--- src/rtl/sensor_i2c_pkg.sv ---
package sensor_i2c_pkg;
  localparam int BYTE_W = 8;

  typedef enum logic [3:0] {
    ST_IDLE,
    ST_ADDR,
    ST_ADDR_ACK,
    ST_PTR,
    ST_PTR_ACK,
    ST_WDATA,
    ST_WDATA_ACK,
    ST_RDATA,
    ST_RACK,
    ST_IGNORE
  } tgt_state_t;
endpackage

--- src/rtl/i2c_line_sync.sv ---
module i2c_line_sync #(
  parameter int STAGES = 2
) (
  input  logic clk,
  input  logic rst_n,
  input  logic scl_i,
  input  logic sda_i,
  output logic sda_s,
  output logic scl_rise,
  output logic scl_fall,
  output logic bus_start,
  output logic bus_stop,
  output logic busy
);
  logic [STAGES-1:0] scl_sh_q, sda_sh_q;
  logic              scl_prev_q, sda_prev_q;
  logic              busy_q, busy_n;
  logic              scl_s;

  always_ff @(posedge clk or negedge rst_n) begin
    if (!rst_n) begin
      scl_sh_q   <= '1;
      sda_sh_q   <= '1;
      scl_prev_q <= 1'b1;
      sda_prev_q <= 1'b1;
      busy_q     <= 1'b0;
    end else begin
      scl_sh_q   <= {scl_sh_q[STAGES-2:0], scl_i};
      sda_sh_q   <= {sda_sh_q[STAGES-2:0], sda_i};
      scl_prev_q <= scl_s;
      sda_prev_q <= sda_s;
      busy_q     <= busy_n;
    end
  end

  assign scl_s     = scl_sh_q[STAGES-1];
  assign sda_s     = sda_sh_q[STAGES-1];
  assign scl_rise  = scl_s & ~scl_prev_q;
  assign scl_fall  = ~scl_s & scl_prev_q;
  assign bus_start = scl_s & scl_prev_q & sda_prev_q & ~sda_s;
  assign bus_stop  = scl_s & scl_prev_q & ~sda_prev_q & sda_s;
  assign busy      = busy_q;

  always_comb begin
    busy_n = busy_q;
    if (bus_start)     busy_n = 1'b1;
    else if (bus_stop) busy_n = 1'b0;
  end


  start_sets_busy_chk: assert property (@(posedge clk) disable iff (!rst_n)
    bus_start |=> busy);

  stop_clears_busy_chk: assert property (@(posedge clk) disable iff (!rst_n)
    bus_stop |=> !busy);
endmodule

--- src/rtl/i2c_target_fsm.sv ---
module i2c_target_fsm
  import sensor_i2c_pkg::*;
#(
  parameter logic [6:0] TARGET_ADDR = 7'h4C
) (
  input  logic              clk,
  input  logic              rst_n,
  input  logic              sda_s,
  input  logic              scl_rise,
  input  logic              scl_fall,
  input  logic              bus_start,
  input  logic              bus_stop,
  input  logic              busy,
  input  logic [BYTE_W-1:0] rd_data,
  output logic [BYTE_W-1:0] ptr,
  output logic              wr_en,
  output logic [BYTE_W-1:0] wr_data,
  output logic              sda_pull
);
  tgt_state_t        state_q, state_n;
  logic [3:0]        cnt_q, cnt_n;
  logic [BYTE_W-1:0] sr_q, sr_n, tx_q, tx_n, ptr_q, ptr_n, wdat_q, wdat_n;
  logic              rw_q, rw_n, pull_q, pull_n, mack_q, mack_n, wen_q, wen_n;
  logic              byte_done;

  assign byte_done = scl_fall && (cnt_q == 4'd8);

  always_comb begin
    state_n = state_q;
    cnt_n   = cnt_q;
    sr_n    = sr_q;
    tx_n    = tx_q;
    ptr_n   = ptr_q;
    rw_n    = rw_q;
    pull_n  = pull_q;
    mack_n  = mack_q;
    wen_n   = 1'b0;
    wdat_n  = wdat_q;
    if (bus_stop) begin
      state_n = ST_IDLE;
      cnt_n   = '0;
      pull_n  = 1'b0;
    end else if (bus_start) begin
      state_n = ST_ADDR;
      cnt_n   = '0;
      pull_n  = 1'b0;
    end else begin
      unique case (state_q)
        ST_ADDR, ST_PTR, ST_WDATA: begin
          if (scl_rise) begin
            sr_n  = {sr_q[BYTE_W-2:0], sda_s};
            cnt_n = cnt_q + 4'd1;
          end else if (byte_done) begin
            if (state_q == ST_ADDR) begin
              if (sr_q[7:1] == TARGET_ADDR) begin
                rw_n    = sr_q[0];
                pull_n  = 1'b1;
                state_n = ST_ADDR_ACK;
              end else begin
                state_n = ST_IGNORE;
              end
            end else if (state_q == ST_PTR) begin
              ptr_n   = sr_q;
              pull_n  = 1'b1;
              state_n = ST_PTR_ACK;
            end else begin
              wen_n   = 1'b1;
              wdat_n  = sr_q;
              pull_n  = 1'b1;
              state_n = ST_WDATA_ACK;
            end
          end
        end
        ST_ADDR_ACK: begin
          if (scl_fall) begin
            cnt_n = '0;
            if (rw_q) begin
              tx_n    = rd_data;
              pull_n  = ~rd_data[7];
              state_n = ST_RDATA;
            end else begin
              pull_n  = 1'b0;
              state_n = ST_PTR;
            end
          end
        end
        ST_PTR_ACK: begin
          if (scl_fall) begin
            cnt_n   = '0;
            pull_n  = 1'b0;
            state_n = ST_WDATA;
          end
        end
        ST_WDATA_ACK: begin
          if (scl_fall) begin
            pull_n  = 1'b0;
            state_n = ST_IGNORE;
          end
        end
        ST_RDATA: begin
          if (scl_rise) begin
            cnt_n = cnt_q + 4'd1;
          end else if (byte_done) begin
            pull_n  = 1'b0;
            state_n = ST_RACK;
          end else if (scl_fall) begin
            tx_n   = {tx_q[BYTE_W-2:0], 1'b0};
            pull_n = ~tx_q[6];
          end
        end
        ST_RACK: begin
          if (scl_rise) begin
            mack_n = ~sda_s;
            if (!sda_s) ptr_n = ptr_q + 8'd1;
          end else if (scl_fall) begin
            if (mack_q) begin
              tx_n    = rd_data;
              pull_n  = ~rd_data[7];
              cnt_n   = '0;
              state_n = ST_RDATA;
            end else begin
              state_n = ST_IGNORE;
            end
          end
        end
        default: ;
      endcase
    end
  end

  always_ff @(posedge clk or negedge rst_n) begin
    if (!rst_n) begin
      state_q <= ST_IDLE;
      cnt_q   <= '0;
      sr_q    <= '0;
      tx_q    <= '0;
      ptr_q   <= '0;
      rw_q    <= 1'b0;
      pull_q  <= 1'b0;
      mack_q  <= 1'b0;
      wen_q   <= 1'b0;
      wdat_q  <= '0;
    end else begin
      state_q <= state_n;
      cnt_q   <= cnt_n;
      sr_q    <= sr_n;
      tx_q    <= tx_n;
      ptr_q   <= ptr_n;
      rw_q    <= rw_n;
      pull_q  <= pull_n;
      mack_q  <= mack_n;
      wen_q   <= wen_n;
      wdat_q  <= wdat_n;
    end
  end

  assign ptr      = ptr_q;
  assign wr_en    = wen_q;
  assign wr_data  = wdat_q;
  assign sda_pull = pull_q;


  idle_release_chk: assert property (@(posedge clk) disable iff (!rst_n)
    !busy |-> !sda_pull);

  write_in_txn_chk: assert property (@(posedge clk) disable iff (!rst_n)
    wr_en |-> busy);

  ignore_quiet_chk: assert property (@(posedge clk) disable iff (!rst_n)
    (state_q == ST_IGNORE) |-> !sda_pull);

  single_write_chk: assert property (@(posedge clk) disable iff (!rst_n)
    wr_en |=> !wr_en);
endmodule

--- src/rtl/sensor_reg_bank.sv ---
module sensor_reg_bank
  import sensor_i2c_pkg::*;
#(
  parameter int                NUM_REGS    = 8,
  parameter int                NUM_SAMPLES = 3,
  parameter logic [BYTE_W-1:0] MODE_ADDR   = 8'h07,
  parameter logic              WAKE_VAL    = 1'b1
) (
  input  logic                          clk,
  input  logic                          rst_n,
  input  logic                          busy,
  input  logic                          sample_stb,
  input  logic [NUM_SAMPLES*BYTE_W-1:0] sample_data,
  input  logic                          wr_en,
  input  logic [BYTE_W-1:0]             wr_addr,
  input  logic [BYTE_W-1:0]             wr_data,
  input  logic [BYTE_W-1:0]             rd_addr,
  output logic [BYTE_W-1:0]             rd_data
);
  localparam int         IDX_W     = (NUM_REGS > 1) ? $clog2(NUM_REGS) : 1;
  localparam logic [8:0] REG_LIMIT = 9'(NUM_REGS);
  localparam int         MODE_IDX  = int'(MODE_ADDR);

  logic [NUM_REGS-1:0][BYTE_W-1:0] reg_q, reg_n;
  logic wake, wr_hit, rd_hit, wr_allowed, load_ok;

  assign wake       = (reg_q[MODE_IDX][0] == WAKE_VAL);
  assign wr_hit     = ({1'b0, wr_addr} < REG_LIMIT);
  assign rd_hit     = ({1'b0, rd_addr} < REG_LIMIT);
  assign wr_allowed = wr_en && wr_hit && (!wake || (wr_addr == MODE_ADDR));
  assign load_ok    = sample_stb && !busy;
  assign rd_data    = rd_hit ? reg_q[rd_addr[IDX_W-1:0]] : '0;

  always_comb begin
    reg_n = reg_q;
    if (load_ok) begin
      for (int i = 0; i < NUM_SAMPLES; i++) begin
        reg_n[i] = sample_data[i*BYTE_W +: BYTE_W];
      end
    end
    if (wr_allowed) reg_n[wr_addr[IDX_W-1:0]] = wr_data;
  end

  always_ff @(posedge clk or negedge rst_n) begin
    if (!rst_n) reg_q <= '0;
    else        reg_q <= reg_n;
  end


  wake_drop_chk: assert property (@(posedge clk) disable iff (!rst_n)
    (wr_en && wake && (wr_addr != MODE_ADDR) && !sample_stb) |=> $stable(reg_q));

  unmapped_drop_chk: assert property (@(posedge clk) disable iff (!rst_n)
    (wr_en && !wr_hit && !sample_stb) |=> $stable(reg_q));

  busy_sample_drop_chk: assert property (@(posedge clk) disable iff (!rst_n)
    (sample_stb && busy && !wr_en) |=> $stable(reg_q));

  idle_sample_load_chk: assert property (@(posedge clk) disable iff (!rst_n)
    (sample_stb && !busy) |=> (reg_q[0] == $past(sample_data[BYTE_W-1:0])));
endmodule

--- src/rtl/sensor_i2c_target.sv ---
module sensor_i2c_target
  import sensor_i2c_pkg::*;
#(
  parameter logic [6:0]        TARGET_ADDR = 7'h4C,
  parameter int                NUM_REGS    = 8,
  parameter int                NUM_SAMPLES = 3,
  parameter logic [BYTE_W-1:0] MODE_ADDR   = 8'h07,
  parameter logic              WAKE_VAL    = 1'b1,
  parameter int                SYNC_STAGES = 2
) (
  input  logic                          clk,
  input  logic                          rst_n,
  input  logic                          scl_i,
  input  logic                          sda_i,
  output logic                          sda_pull_o,
  input  logic                          sample_stb_i,
  input  logic [NUM_SAMPLES*BYTE_W-1:0] sample_data_i
);
  logic [1:0]        rst_sh_q;
  logic              rst_s_n;
  logic              sda_s, scl_rise, scl_fall, bus_start, bus_stop, busy;
  logic              wr_en;
  logic [BYTE_W-1:0] ptr, wr_data, rd_data;

  always_ff @(posedge clk or negedge rst_n) begin
    if (!rst_n) rst_sh_q <= 2'b00;
    else        rst_sh_q <= {rst_sh_q[0], 1'b1};
  end
  assign rst_s_n = rst_sh_q[1];

  i2c_line_sync #(.STAGES(SYNC_STAGES)) u_sync (
    .clk(clk), .rst_n(rst_s_n), .scl_i(scl_i), .sda_i(sda_i),
    .sda_s(sda_s), .scl_rise(scl_rise), .scl_fall(scl_fall),
    .bus_start(bus_start), .bus_stop(bus_stop), .busy(busy)
  );

  i2c_target_fsm #(.TARGET_ADDR(TARGET_ADDR)) u_fsm (
    .clk(clk), .rst_n(rst_s_n), .sda_s(sda_s), .scl_rise(scl_rise),
    .scl_fall(scl_fall), .bus_start(bus_start), .bus_stop(bus_stop),
    .busy(busy), .rd_data(rd_data), .ptr(ptr), .wr_en(wr_en),
    .wr_data(wr_data), .sda_pull(sda_pull_o)
  );

  sensor_reg_bank #(
    .NUM_REGS(NUM_REGS), .NUM_SAMPLES(NUM_SAMPLES),
    .MODE_ADDR(MODE_ADDR), .WAKE_VAL(WAKE_VAL)
  ) u_bank (
    .clk(clk), .rst_n(rst_s_n), .busy(busy), .sample_stb(sample_stb_i),
    .sample_data(sample_data_i), .wr_en(wr_en), .wr_addr(ptr),
    .wr_data(wr_data), .rd_addr(ptr), .rd_data(rd_data)
  );


  reset_release_chk: assert property (@(posedge clk)
    !rst_s_n |-> !sda_pull_o);
endmodule

--- config.mk ---
export PLATFORM = sky130hd
export DESIGN_NAME = sensor_i2c_target
export DESIGN_NICKNAME = d
export VERILOG_FILES = /design/src/rtl/sensor_i2c_pkg.sv /design/src/rtl/i2c_line_sync.sv /design/src/rtl/i2c_target_fsm.sv /design/src/rtl/sensor_reg_bank.sv /design/src/rtl/sensor_i2c_target.sv
export SDC_FILE = /design/constraint.sdc
export NUM_CORES = 1
export LEC_CHECK = 0
export CAP_MARGIN = 20
export CORE_UTILIZATION = 65
export CTS_CLUSTER_DIAMETER = 100
export DETAILED_ROUTE_END_ITERATION = 10
export PLACE_DENSITY = 0.85
export SLEW_MARGIN = 25
export SYNTH_ARGS = -nofsm -noshare
export SYNTH_HDL_FRONTEND = slang
export SYNTH_SLANG_ARGS = --single-unit
--- constraint.sdc ---
create_clock -name clk -period 10.6 [get_ports clk]
set_input_delay 1.59 -clock clk [delete_from_list [all_inputs] [get_ports clk]]
set_output_delay 1.59 -clock clk [all_outputs]
set_load 0.005 [all_outputs]
After elaboration in Yosys (flattened, before gate mapping). Index checks and enable logic that the tools add are counted.

Bits in read-only memories: 0. Bits in writable memories: 0. Flip-flop bits (word level): 116. Memories: 0. Output and inout port bits: 1. Bits in latches: 0.

Multiply operators: 0. Magnitude comparators: 3. Equality and inequality tests: 40. Reduce and logical (&&, ||, !) cells: 27. Bitwise logic cells: 18. $add $sub $neg: 2. Divide/modulo/power cells: 0. Shift-type cells: 0. Muxes and demuxes: 74.

Operator list (number): $mux W4 (21); $mux W8 (9); $bwmux W64 (1); $mux W7 (8); $mux W24 (2); $ne A4 B3 Y1 const B (7); $bmux W8 S3 (1); $demux W8 S3 (1); $mux W1 (24); $pmux W4 S6 (1); $reduce_and A11 Y1 (2); $pmux W7 S3 (1); $eq A4 B3 Y1 const B (4); $pmux W8 S2 (1); $ne A2 B1 Y1 const B (7); $ne A2 B2 Y1 const B (7); $reduce_and A7 Y1 (2); $ne A4 B1 Y1 const B (3); $ne A4 B4 Y1 const B (3); $pmux W4 S3 (1); $not A1 Y1 (11); $reduce_and A10 Y1 (1); $reduce_and A9 Y1 (1); $add A8 B1 Y8 const B (1); 28 further kinds (44).

Logic depth before layout (Yosys ltp).
Depth in word-level cells: 10. Depth in mapped cells: 8.

Cells and area by module. A second synthesis with hierarchy kept.

Cell total of the unflattened synthesis: 510. Area, all modules: 6216.0 um^2.

By module, submodules not included: sensor_reg_bank (cells each 241, area an instance 3358.2 um^2, seq. area each 1601.5 um^2, instances 1); i2c_target_fsm (cells each 250, area an instance 2573.7 um^2, seq. area each 1076.0 um^2, instances 1); i2c_line_sync (cells each 16, area an instance 230.2 um^2, seq. area each 182.7 um^2, instances 1); sensor_i2c_target (cells each 3, area an instance 53.8 um^2, seq. area each 50.0 um^2, instances 1).

Worst setup path before layout. OpenSTA, ideal clock, no wires.

Path type: input to register. Start: in sample_stb_i. End: reg u_bank.reg_q[10] in the netlist's numbering. Data required time: 10.463 ns. Cell stages on the path: 5. Arrival: 2.671 ns. Path slack: 7.792 ns. Cell sequence: nand2b_1 > clkbuf_1 > clkbuf_1 > mux2i_1 > a21oi_1.

RTL lines: start: declaration (line sensor_i2c_target.sv:16) `input logic sample_stb_i,`; end signal: assignment (line sensor_reg_bank.sv:46) `else reg_q <= reg_n;`; end: declaration (line sensor_reg_bank.sv:24) `logic [NUM_REGS-1:0][BYTE_W-1:0] reg_q, reg_n;`.

==> run metrics <==
Worst VDD drop=0.167 mV; DIE WIDTH=96.9 um; Max Buffers Root-to-Sink=2; Total Routing Usage GR=30.9%; CTS tree=built; clock buffer count from CTS=17; H-tree Lvls=4; buffers added on ports=29; fin util=77.1%; library cells used by synthesis=57; Power Density=241 nW/um2; first-pass GRT wire length=22300 um; cell area after synthesis=5850 um2; Hold Buf Count CTS=0; clk_skew=0.00985 ns; delay of the slowest cell on the worst path=0.97 ns; outcome=completed; CP max stage cell=dfrtp_1; ys async rst share=100%; met2 wire length=6720 um; Chip Height=96.9 um; layout cells sized above 1=22.0%; placer congestion estimate=0.896; Required @ worst endpoint=10.96 ns; IO Pins=30; Die Footprint=9390 um2; clock-pin slew on the worst setup and hold paths=0.06 ns; Pre-antenna DRT Iters=5; hpwl dp=8660 um; initial antenna violation count=0; crit path kind=flip-flop to flip-flop; Worst Hold Class=flip-flop to asynchronous set/reset pin; Synthesized Nets=562; vias in the first global route=4251; Antenna Nets Post-Route=0; # nets final=575; worst-skew pair later-pin latency=0.52 ns; setup tns final=0 ns; number of synthesized flops with an enable pin=0; grt ovf=0; post-CTS setup buffers=0; crit path launch type=flip-flop; Max Used Layer=met4; M1 WL=5710 um; number of setup violations in the final report=0; Vias=4273; Worst Setup End Kind=flip-flop; Fill cells=511; antenna cells=0; Synth Register Bits=116; DP Area=6160 um2; final instance area=6730 um2; Layout area overhead=14.9%; crit path max fanout=24; Wirelength per Cell=20.5 um; Final min period=3.22 ns; commonest non-fill, non-tap cell in the layout=dfrtp_1; most frequent cells in the layout=dfrtp_1, nor2_1, mux2_2; fmax=0.311 GHz; metal3 WL=935 um; Gate Count Post-Synth=530; vias per cell=6.44; worst-path cell chain=ha_1 > nand2_1 > a2111o_1 > nor3_2 > o21ai_0; Sink Count=116; Synth Area per Inst=11.0 um2; Reg2Reg Depth=5; number of gates resized after cts=0; number of synthesis warnings=0; Pleak=3.11 nW; Slew @ Worst Pin=0.957 ns; endpoints failing hold=0; Slew headroom=36.2%; Final Cycle Share=30.3%; arrival time worst endpoint=3.58 ns; flop-to-flop setup slack=7.38 ns; Post-Route WL=13600 um; Power Total=1.62 mW; Max Cap Viol=0; core region area=8720 um2; register area share after synthesis=49.7%; largest net degree at the start of global routing=91; multi-input logic area=2750 um2; Final Max Tran Viols=0; Rows=34; reg2reg start=u_fsm.ptr[0]$_DFFE_PN0P_; RSZ-0062 raised after global routing=no; drt drc=0; Storage cell area=2910 um2; CTS root buffer=clkbuf_8; Primary FF master, synth=dfrtp_1; initial core utilization=67.1%; Iteration-0 DRC Markers=346; Crit Reg-Reg Endpoint=u_bank.reg_q[22]$_DFF_PN0_
## worst max-delay path: cells and delay by family (launching register included)
family	cells	cell delay (ns)
AND/OR/NAND/NOR	2	0.93
flip-flops	1	0.97
AO/OA/AOI/OAI	2	0.80
adder cells (fa/ha/maj)	1	0.36
## worst max-delay path by stage
stage                                        start                      endpoint  slack (ns)  cells after the start
after global routing      u_fsm.ptr[0]$_DFFE_PN0P_    u_bank.reg_q[23]$_DFF_PN0_        7.09                      5
after CTS                 u_fsm.ptr[0]$_DFFE_PN0P_    u_bank.reg_q[22]$_DFF_PN0_        7.34                      5
after detailed placement  u_fsm.ptr[0]$_DFFE_PN0P_    u_bank.reg_q[18]$_DFF_PN0_        7.38                      5
after global placement    u_fsm.ptr[0]$_DFFE_PN0P_  u_bank.reg_q[55]$_DFFE_PN0P_        7.54                      5
final                     u_fsm.ptr[0]$_DFFE_PN0P_    u_bank.reg_q[22]$_DFF_PN0_        7.38                      5
after floorplan              rst_sh_q[1]$_DFF_PN0_     u_bank.reg_q[0]$_DFF_PN0_        7.14                      0
## cell families after synthesis
| logic type | synth area share (%) |
|---|---|
| muxes | 22.5 |
| DFF | 49.7 |
| other | 0.0641 |
| and+or+nand+nor | 11.4 |
| xor gates and xnor gates | 0.299 |
| adders and majority gates | 0.642 |
| buffers and inverters | 3.34 |
| AOI/OAI and AO/OA | 12.0 |
## final cells by class
class                      count  share of cell area (%)
sequential                   116                    43.3
clock inverter                 9                    1.54
inverter                       9                   0.502
clock buffer                  22                    6.88
tap                          108                    2.01
timing repair buffer          33                    4.82
multi-input combinational    366                    40.9
## cells in the mapped netlist, types with 2 or more instances
master	n	area, um2
mux4_2	8	180
nand3b_1	2	15.0
ha_1	3	37.5
dfstp_2	6	158
nor2_1	54	203
nor2b_1	4	25.0
a31oi_1	7	43.8
nor2_2	2	12.5
clkbuf_1	33	124
nand2_1	25	93.8
o21ai_0	23	115
nor3_1	12	60.1
or3_1	5	31.3
nand2b_1	8	50.1
or4b_2	2	20.0
or2_2	3	18.8
dfrtp_1	110	2750
mux2i_1	41	410
nor3b_1	2	15.0
inv_1	9	33.8
and3_1	2	12.5
mux2_4	8	120
xnor2_1	2	17.5
mux2_2	54	608
o221ai_1	2	17.5
o21bai_1	2	15.0
a21oi_1	45	225
buf_2	3	15.0
nand3_1	8	40.0
a211o_1	2	17.5
nor4_1	2	12.5
a211oi_1	6	45.0
o22a_1	4	35.0
o22ai_1	7	43.8
o31ai_1	2	15.0
## power by group
group          leakage, nW  internal (mW)  switching, mW
sequential            1.49          0.522          0.120
clock                0.277          0.350          0.197
combinational         1.34          0.210          0.223
## state kept, by name, summed over array words and instances, names as in the netlist
name and cells:
u_sync.scl_prev_q 1, u_fsm.wr_data 8, u_fsm.state_q 4, u_sync.scl_sh_q 2
u_fsm.cnt_q 4, u_fsm.tx_q 7, u_sync.sda_sh_q 2, u_fsm.mack_q 1
u_fsm.sr_q 8, u_sync.busy 1, u_fsm.ptr 8, u_fsm.sda_pull 1
rst_sh_q 2, u_fsm.rw_q 1, u_sync.sda_prev_q 1, u_fsm.wr_en 1
u_bank.reg_q 64
## per-stage QoR
step	cells	setup slack, ns	hold WS (ns)
finish	663	7.38	0.227
global route	663	7.09	0.260
detailed placement	632	7.38	0.232
global placement	632	7.54	0.225
CTS	663	7.34	0.239
floorplan	530	7.14	0.331
## layer usage
metal | vias to the layer above | global-route usage [%]
li1 | 1938 | -
met1 | 2125 | 41.4
met2 | 184 | 48.5
met3 | 26 | 8.31
met4 | 0 | 11.6
met5 | - | 0
Power figures use the tool's default switching activity.
